**src/rtl/bscan_pkg.sv**
```systemverilog
package bscan_pkg;

  typedef enum logic [1:0] {
    PK_INPUT    = 2'd0,
    PK_OUTPUT   = 2'd1,
    PK_TRISTATE = 2'd2,
    PK_BIDIR    = 2'd3
  } pad_kind_e;

  function automatic bit kind_has_input(pad_kind_e k);
    return (k == PK_INPUT) || (k == PK_BIDIR);
  endfunction

  function automatic bit kind_has_output(pad_kind_e k);
    return k != PK_INPUT;
  endfunction

  function automatic bit kind_has_enable(pad_kind_e k);
    return (k == PK_TRISTATE) || (k == PK_BIDIR);
  endfunction

  // two cells (pad side and core side) per intercepted wire
  function automatic int kind_cells(pad_kind_e k);
    return 2 * (int'(kind_has_input(k)) + int'(kind_has_output(k)) +
                int'(kind_has_enable(k)));
  endfunction

endpackage

```
**src/rtl/scan_observe_cell.sv**
```systemverilog
module scan_observe_cell (
  input  logic tck,
  input  logic trst_n,
  input  logic capture_en,
  input  logic shift_en,
  input  logic obs_d,
  input  logic ser_d,
  output logic stage_q
);

  always_ff @(posedge tck or negedge trst_n) begin
    if (!trst_n)         stage_q <= 1'b0;
    else if (capture_en) stage_q <= obs_d;
    else if (shift_en)   stage_q <= ser_d;
  end

  AST_OBS_CAPTURE: assert property (@(posedge tck) disable iff (!trst_n)
    capture_en |=> stage_q == $past(obs_d)) else $error("observe capture");

  AST_OBS_SHIFT: assert property (@(posedge tck) disable iff (!trst_n)
    (shift_en && !capture_en) |=> stage_q == $past(ser_d)) else $error("observe shift");

  always @(posedge tck) begin
    if (!trst_n) begin
      AST_OBS_RESET: assert (stage_q == 1'b0) else $error("observe reset");
    end
  end

endmodule

```
**src/rtl/scan_drive_cell.sv**
```systemverilog
module scan_drive_cell (
  input  logic tck,
  input  logic trst_n,
  input  logic capture_en,
  input  logic shift_en,
  input  logic update_en,
  input  logic ser_d,
  output logic stage_q,
  output logic upd_q
);

  // capture reloads the driven value so a read-back shows what is applied
  always_ff @(posedge tck or negedge trst_n) begin
    if (!trst_n)         stage_q <= 1'b0;
    else if (capture_en) stage_q <= upd_q;
    else if (shift_en)   stage_q <= ser_d;
  end

  always_ff @(posedge tck or negedge trst_n) begin
    if (!trst_n)        upd_q <= 1'b0;
    else if (update_en) upd_q <= stage_q;
  end

  AST_LATCH_HOLD: assert property (@(posedge tck) disable iff (!trst_n)
    !update_en |=> $stable(upd_q)) else $error("latch moved");

  AST_LATCH_LOAD: assert property (@(posedge tck) disable iff (!trst_n)
    update_en |=> upd_q == $past(stage_q)) else $error("latch load");

  AST_DRV_SHIFT: assert property (@(posedge tck) disable iff (!trst_n)
    (shift_en && !capture_en) |=> stage_q == $past(ser_d)) else $error("drive shift");

  always @(posedge tck) begin
    if (!trst_n) begin
      AST_DRV_RESET: assert (stage_q == 1'b0 && upd_q == 1'b0) else $error("drive reset");
    end
  end

endmodule

```
**src/rtl/bscan_pad.sv**
```systemverilog
module bscan_pad
  import bscan_pkg::*;
#(
  parameter pad_kind_e KIND = PK_BIDIR
) (
  input  logic tck,
  input  logic trst_n,
  input  logic scan_mode,
  input  logic capture_en,
  input  logic shift_en,
  input  logic update_en,
  input  logic ser_in,
  output logic ser_out,
  input  logic core_o,
  input  logic core_oe,
  output logic core_i,
  input  logic pad_i,
  output logic pad_o,
  output logic pad_oe
);

  localparam bit HAS_IN  = kind_has_input(KIND);
  localparam bit HAS_OUT = kind_has_output(KIND);
  localparam bit HAS_OE  = kind_has_enable(KIND);
  localparam int NCELL   = kind_cells(KIND);

  localparam int P_IN_OBS  = 0;
  localparam int P_IN_DRV  = 1;
  localparam int P_OUT_OBS = HAS_IN ? 2 : 0;
  localparam int P_OUT_DRV = P_OUT_OBS + 1;
  localparam int P_OE_OBS  = P_OUT_OBS + 2;
  localparam int P_OE_DRV  = P_OE_OBS + 1;

  logic [NCELL-1:0] st;
  logic             out_ser;

  assign ser_out = st[NCELL-1];

  generate
    if (HAS_IN) begin : g_in
      logic in_latch;

      scan_observe_cell u_obs (
        .tck(tck), .trst_n(trst_n), .capture_en(capture_en), .shift_en(shift_en),
        .obs_d(pad_i), .ser_d(ser_in), .stage_q(st[P_IN_OBS])
      );
      scan_drive_cell u_drv (
        .tck(tck), .trst_n(trst_n), .capture_en(capture_en), .shift_en(shift_en),
        .update_en(update_en), .ser_d(st[P_IN_OBS]), .stage_q(st[P_IN_DRV]),
        .upd_q(in_latch)
      );

      assign core_i  = scan_mode ? in_latch : pad_i;
      assign out_ser = st[P_IN_DRV];
    end else begin : g_no_in
      assign core_i  = 1'b0;
      assign out_ser = ser_in;
    end

    if (HAS_OUT) begin : g_out
      logic out_latch;

      scan_observe_cell u_obs (
        .tck(tck), .trst_n(trst_n), .capture_en(capture_en), .shift_en(shift_en),
        .obs_d(core_o), .ser_d(out_ser), .stage_q(st[P_OUT_OBS])
      );
      scan_drive_cell u_drv (
        .tck(tck), .trst_n(trst_n), .capture_en(capture_en), .shift_en(shift_en),
        .update_en(update_en), .ser_d(st[P_OUT_OBS]), .stage_q(st[P_OUT_DRV]),
        .upd_q(out_latch)
      );

      assign pad_o = scan_mode ? out_latch : core_o;

      AST_SCAN_OUT_STILL: assert property (@(posedge tck) disable iff (!trst_n)
        (scan_mode && $past(scan_mode) && !$past(update_en)) |-> $stable(pad_o))
        else $error("pad output moved without update");
    end else begin : g_no_out
      assign pad_o = 1'b0;
    end

    if (HAS_OE) begin : g_oe
      logic oe_latch;

      scan_observe_cell u_obs (
        .tck(tck), .trst_n(trst_n), .capture_en(capture_en), .shift_en(shift_en),
        .obs_d(core_oe), .ser_d(st[P_OUT_DRV]), .stage_q(st[P_OE_OBS])
      );
      scan_drive_cell u_drv (
        .tck(tck), .trst_n(trst_n), .capture_en(capture_en), .shift_en(shift_en),
        .update_en(update_en), .ser_d(st[P_OE_OBS]), .stage_q(st[P_OE_DRV]),
        .upd_q(oe_latch)
      );

      assign pad_oe = scan_mode ? oe_latch : core_oe;

      AST_SCAN_OE_STILL: assert property (@(posedge tck) disable iff (!trst_n)
        (scan_mode && $past(scan_mode) && !$past(update_en)) |-> $stable(pad_oe))
        else $error("pad enable moved without update");
    end else begin : g_no_oe
      assign pad_oe = HAS_OUT;
    end
  endgenerate

endmodule

```
**src/rtl/bscan_chain.sv**
```systemverilog
module bscan_chain
  import bscan_pkg::*;
#(
  parameter int NUM_PADS = 4,
  parameter logic [2*NUM_PADS-1:0] PAD_KINDS = {PK_BIDIR, PK_TRISTATE, PK_OUTPUT, PK_INPUT}
) (
  input  logic                tck,
  input  logic                trst_n,
  input  logic                scan_mode,
  input  logic                capture_en,
  input  logic                shift_en,
  input  logic                update_en,
  input  logic                tdi,
  output logic                tdo,
  input  logic [NUM_PADS-1:0] core_o,
  input  logic [NUM_PADS-1:0] core_oe,
  output logic [NUM_PADS-1:0] core_i,
  input  logic [NUM_PADS-1:0] pad_i,
  output logic [NUM_PADS-1:0] pad_o,
  output logic [NUM_PADS-1:0] pad_oe
);

  localparam int LINKS = NUM_PADS + 1;

  logic [LINKS-1:0] link;

  assign link[0] = tdi;
  assign tdo     = link[LINKS-1];

  generate
    for (genvar i = 0; i < NUM_PADS; i++) begin : g_pad
      bscan_pad #(
        .KIND(pad_kind_e'(PAD_KINDS[2*i +: 2]))
      ) u_pad (
        .tck       (tck),
        .trst_n    (trst_n),
        .scan_mode (scan_mode),
        .capture_en(capture_en),
        .shift_en  (shift_en),
        .update_en (update_en),
        .ser_in    (link[i]),
        .ser_out   (link[i+1]),
        .core_o    (core_o[i]),
        .core_oe   (core_oe[i]),
        .core_i    (core_i[i]),
        .pad_i     (pad_i[i]),
        .pad_o     (pad_o[i]),
        .pad_oe    (pad_oe[i])
      );
    end
  endgenerate

endmodule

```
**config.mk**
```make
export PLATFORM = sky130hd
export DESIGN_NAME = bscan_chain
export DESIGN_NICKNAME = d
export VERILOG_FILES = /design/src/rtl/bscan_pkg.sv /design/src/rtl/scan_observe_cell.sv /design/src/rtl/scan_drive_cell.sv /design/src/rtl/bscan_pad.sv /design/src/rtl/bscan_chain.sv
export SDC_FILE = /design/constraint.sdc
export NUM_CORES = 1
export LEC_CHECK = 0
export BUFFER_PORTS_ARGS = -buffer_cell sky130_fd_sc_hd__buf_2
export CAP_MARGIN = 20
export CORE_ASPECT_RATIO = 0.9
export CORE_MARGIN = 2
export CORE_UTILIZATION = 35
export CTS_CLUSTER_DIAMETER = 200
export DETAILED_ROUTE_END_ITERATION = 8
export HOLD_SLACK_MARGIN = 0.06
export PLACE_DENSITY = 0.64
export REMOVE_ABC_BUFFERS = 1
export SYNTH_ARGS = -nofsm -noshare
export SYNTH_HDL_FRONTEND = slang
export SYNTH_SLANG_ARGS = --single-unit
```
**constraint.sdc**
```tcl
create_clock -name tck -period 0.8 [get_ports tck]
set_input_delay 0.04 -clock tck [delete_from_list [all_inputs] [get_ports tck]]
set_output_delay 0.04 -clock tck [all_outputs]
set_load 0.01 [all_outputs]
```
-- Word level (Yosys, flattened, before mapping)
Index checks and enable logic that the tools add are counted.
Widths: inputs -> output; s select.
- mux-type cells: 35
- reductions and logical operators: 1
- operators with widths (cell ; count):
    $mux 1 ; 35
    $reduce_bool 2->1 ; 1
- word-level logic and storage cells: 57
- register bits after elaboration: 21
- output and inout port bits: 13

-- Longest topological paths before layout
- word-level depth: 2
- depth in mapped cells: 4
- mapped depth without buffers: 2

-- Cells and area by module
A second synthesis with hierarchy kept.
- cells, all modules: 86
- area, all modules: 1032.2 µm²
- by module, submodules not included (module ; cells an instance ; instances ; area an instance (µm²)):
    scan_drive_cell ; 6 ; 7 ; 83.8
    scan_observe_cell ; 4 ; 7 ; 43.8
    bscan_pad (g_pad[0].u_pad ...) ; 4 ; 2 ; 33.8
    bscan_pad (g_pad[1].u_pad) ; 5 ; 1 ; 37.5
    bscan_pad (g_pad[3].u_pad) ; 3 ; 1 ; 33.8

-- Worst setup path after synthesis
No wires, ideal clock.
- path kind: register to output
- start point: register g_pad[0].u_pad.g_in.u_drv.upd_q
- end point: output port core_i[0]
- setup slack: 0.012 ns
- cell stages (with the launch flop): 3
- arrival time: 0.748 ns
- path through: dfrtp_1 -> mux2_2 -> buf_4
- word-level cells in the longest chain between the ends: 1
- ends and longest elaborated chain (element ; RTL line ; RTL):
    from (decl) ; scan_drive_cell.sv:9 ; output logic upd_q
    from (signal assigned) ; scan_drive_cell.sv:21 ; else if (update_en) upd_q <= stage_q;
    $mux 1 ; bscan_pad.sv:53 ; assign core_i = scan_mode ? in_latch : pad_i;
    to (decl) ; bscan_chain.sv:17 ; output logic [NUM_PADS-1:0] core_i,
No other way between the ends.

-- Final worst setup path
- start point: register g_pad[3].u_pad.g_in.u_drv.upd_q
- end point: output port core_i[3]
- word-level cells in the longest chain between the ends: 1
- ends and longest elaborated chain (element ; RTL line):
    from (decl) ; scan_drive_cell.sv:9
    from (signal assigned) ; scan_drive_cell.sv:21
    $mux 1 ; bscan_pad.sv:53
No other way between the ends.

==> impl_metrics.yaml <==
yosys:
  synth-adder-area-share_pct: 0
  syn_area_um2: 1100
  synth_xor_area_share_pct: 0
  ys_ff_latch: 21
  muxShareOfSynthArea_pct: 27.08
  synth_top_area_share_pct: 47.78
  synth_edf_count: 0
  netlist_instances: 98
  yosys.area_share.simple_pct: 4.778
  synth_top_family_by_area: "multiplexers"
  synthTopCellsByArea: "dfrtp_1, mux2_2, mux2i_1"
  ys_async_sr_fraction_pct: 100.0
  synth_compound_area_share_pct: 6.371
  synth_common_cells: "dfrtp_1, mux2_2, mux2i_1, nand2_1, buf_4"
  synth_seq_area_share_pct: 47.78
  ys_dominant_reg_cell: "dfrtp_1"
  avgSynthCellArea_um2: 11.22
  synth.most_common_cell: "dfrtp_1"
  synth_cell_types: 11
  yosysTopAreaCell: "dfrtp_1"
  yosysWarningCount: 0
final_layout:
  antennaDiodeCount: 0
  area.growth.synth_to_final_pct: 30.15
  n_fill_cell: 299
  fin_area_um2: 1431
  fin_nets: 145
  final_layout_size_suffix_gt1_share_pct: 38.40
global_routing:
  grt.overflow.total: 0
  grtUsageTotal_pct: 13.43
  grt_max_degree: 29
  antenna_found_initial: 0
  grt_pass1_vias: 811
  grt_first_pass_wirelength_um: 3712
die:
  die_width_um: 63.09
  rows: 19
  dieArea_um2: 3607
  die_y_um: 57.18
  core_area_um2: 3019
  start_util_pct: 36.43
  ios: 32
sta:
  fin_ws_ns: -0.3439
  period_minus_slack_ns: 1.144
  timing.final.crit_share_pct: 143.0
  timing.fmax_mhz: 874.2
  fin_skew_ns: 0.007874
  setup_viol: 15
  hold_violations: 0
  worst_hold_slack_ns: 0.1085
  rsz0062_at_grt: "yes"
  finalMaxSlewViolations: 0
clock_network:
  clock_latency_ns: 0.30
  htreeDepth: 1
  cts-buffers-inserted: 3
  clkTransAtPathRegs_ns: 0.12
  clk_path_buf_depth: 2
  cts.root.buffer_cell: "clkbuf_4"
  cts_tree: "yes"
  clock_sinks: 21
worst_hold_path:
  hp-start: "capture_en"
  min_path_cells: 3
  hold_class: "in -> reg"
  min_to: "g_pad[1].u_pad.g_out.u_drv.stage_q$_DFFE_PN0P_"
drt:
  wl_um: 2165
  ant_nets: 0
  via_per_inst: 4.563
  drcViolationCount: 0
  routedWlPerCell_um: 12.96
  drt_pass1_iterations: 3
  drtIter0Drc: 38
  vias: 762
critical_path:
  r2r_setup_slack_ns: -0.11
  end_kind: "output pin"
  startpoint_type: "flip-flop"
  reg2reg_from: "g_pad[0].u_pad.g_in.u_drv.upd_q$_DFFE_PN0P_"
  timing.rr.end: "g_pad[0].u_pad.g_in.u_drv.upd_q$_DFFE_PN0P_"
  slowest_delay_ns: 0.41
  crit_fanout: 2
  cp.arrival_ns: 1.10
  critical_path.slowest_cell: "dfrtp_1"
  cp.required_ns: 0.76
  rr_worst_depth: 2
  cp_cell_sequence: "mux2_4 -> buf_6"
  critPathKind: "reg -> out"
place:
  portBuffers: 21
  place_area_um2: 1162
  gp_congestion: 0.7313
  hpwl_um: 1345
power:
  pwr_density_cell_nw_per_um2: 1967
  peakVddDrop_mv: 0.7732
  leakagePower_nw: 0.7195
outcome:
  outcome: "complete, but fails checks"
  violations: "negative setup slack"
run:
  max-cap-violations: 0
## layout by cell type (no fill, tap or decap)
master         count
clkinv_2           1
o21ai_0            1
buf_12             2
nand2_1           14
clkbuf_4           3
conb_1             5
mux2i_1           14
buf_2             13
buf_6             11
mux2_2             4
mux2_4            10
o21ai_1           13
dlygate4sd3_1      9
buf_4              4
dfrtp_1           21
## registers in the layout, indices dropped and copies added, names as in the netlist
name and count:
g_pad.u_pad.g_oe.u_obs.stage_q 2, g_pad.u_pad.g_in.u_drv.stage_q 2, g_pad.u_pad.g_in.u_drv.upd_q 2, g_pad.u_pad.g_oe.u_drv.stage_q 2
g_pad.u_pad.g_oe.u_drv.upd_q 2, g_pad.u_pad.g_out.u_drv.stage_q 3, g_pad.u_pad.g_out.u_obs.stage_q 3, g_pad.u_pad.g_in.u_obs.stage_q 2
g_pad.u_pad.g_out.u_drv.upd_q 3
## how the worst max path moves through the flow
stage	from	end	slack, ns
after floorplan	g_pad[3].u_pad.g_oe.u_drv.stage_q$_DFFE_PN0P_	g_pad[3].u_pad.g_oe.u_drv.upd_q$_DFFE_PN0P_	0.02
final	g_pad[3].u_pad.g_in.u_drv.upd_q$_DFFE_PN0P_	core_i[3]	-0.34
after global placement	g_pad[3].u_pad.g_out.u_drv.upd_q$_DFFE_PN0P_	pad_o[3]	-0.005
after global routing	g_pad[0].u_pad.g_in.u_drv.upd_q$_DFFE_PN0P_	core_i[0]	-0.40
after CTS	g_pad[0].u_pad.g_in.u_drv.upd_q$_DFFE_PN0P_	core_i[0]	-0.36
after detailed placement	g_pad[2].u_pad.g_oe.u_drv.upd_q$_DFFE_PN0P_	pad_oe[2]	-0.03
## per-layer routing
metal  GRT usage, %  wire (µm)  vias to the layer above
li1               -          -                      365
met1          18.64       1057                      373
met2          20.67        993                       24
met3          4.931        114                        0
met4          1.905          0                        0
met5              0          0                        -
## per-stage QoR
| step | setup WS [ns] | std cells | power, W | TNS [ns] | utilization (%) |
|---|---|---|---|---|---|
| after global routing | -0.3971 | 167 | 0.003024 | -3.680 | 47.41 |
| after floorplan | 0.01706 | 82 | 0.001710 | 0 | - |
| final | -0.3439 | 167 | 0.002815 | -3.047 | 47.41 |
| after CTS | -0.3569 | 166 | 0.002766 | -3.025 | 46.21 |
| after detailed placement | -0.02750 | 147 | 0.001977 | -0.06357 | 38.50 |
| after global placement | -0.005306 | 147 | 0.001948 | -0.008956 | 38.50 |
## layout make-up
cell class | instances | area (µm²) | share of cell area [%]
Sequential cell | 21 | 525.5 | 36.71
Clock buffer | 3 | 22.52 | 1.573
Clock inverter | 1 | 5.005 | 0.3497
Multi-Input combinational cell | 61 | 476.7 | 33.30
Timing Repair Buffer | 39 | 349.1 | 24.39
Tap cell | 42 | 52.55 | 3.671
## worst max-delay path, delay by kind of cell (launching register included)
kind / cells / cell delay, ns
mux: 1 / 0.27
flops: 1 / 0.41
buf+inv: 1 / 0.12
## cells by family (layout without fill, tap and decap cells)
logic type,Yosys count,in the layout
DFF,21,21
AOI/OAI and AO/OA,14,14
buffers and inverters,19,43
other,2,5
and+or+nand+nor,14,14
muxes,28,28
## repair_timing
action / CTS / global route
setup buffers: 6 / 3
gates resized for setup: 14 / 10
hold buffers: 9 / 0
hold endpoints to repair: 28 / 0
pin swaps: 0 / 0
endpoints found under the setup margin: 8 / 22
## power by group
group / leakage [nW] / internal, W / switching, W / total, W
Sequential: 0.265 / 0.00125 / 0.000135 / 0.00139
Clock: 0.0177 / 0.000187 / 0.000321 / 0.000508
Combinational: 0.437 / 0.000582 / 0.000336 / 0.000918
Total: 0.719 / 0.00202 / 0.000792 / 0.00281
No activity file was read; power rests on OpenSTA's default activity.
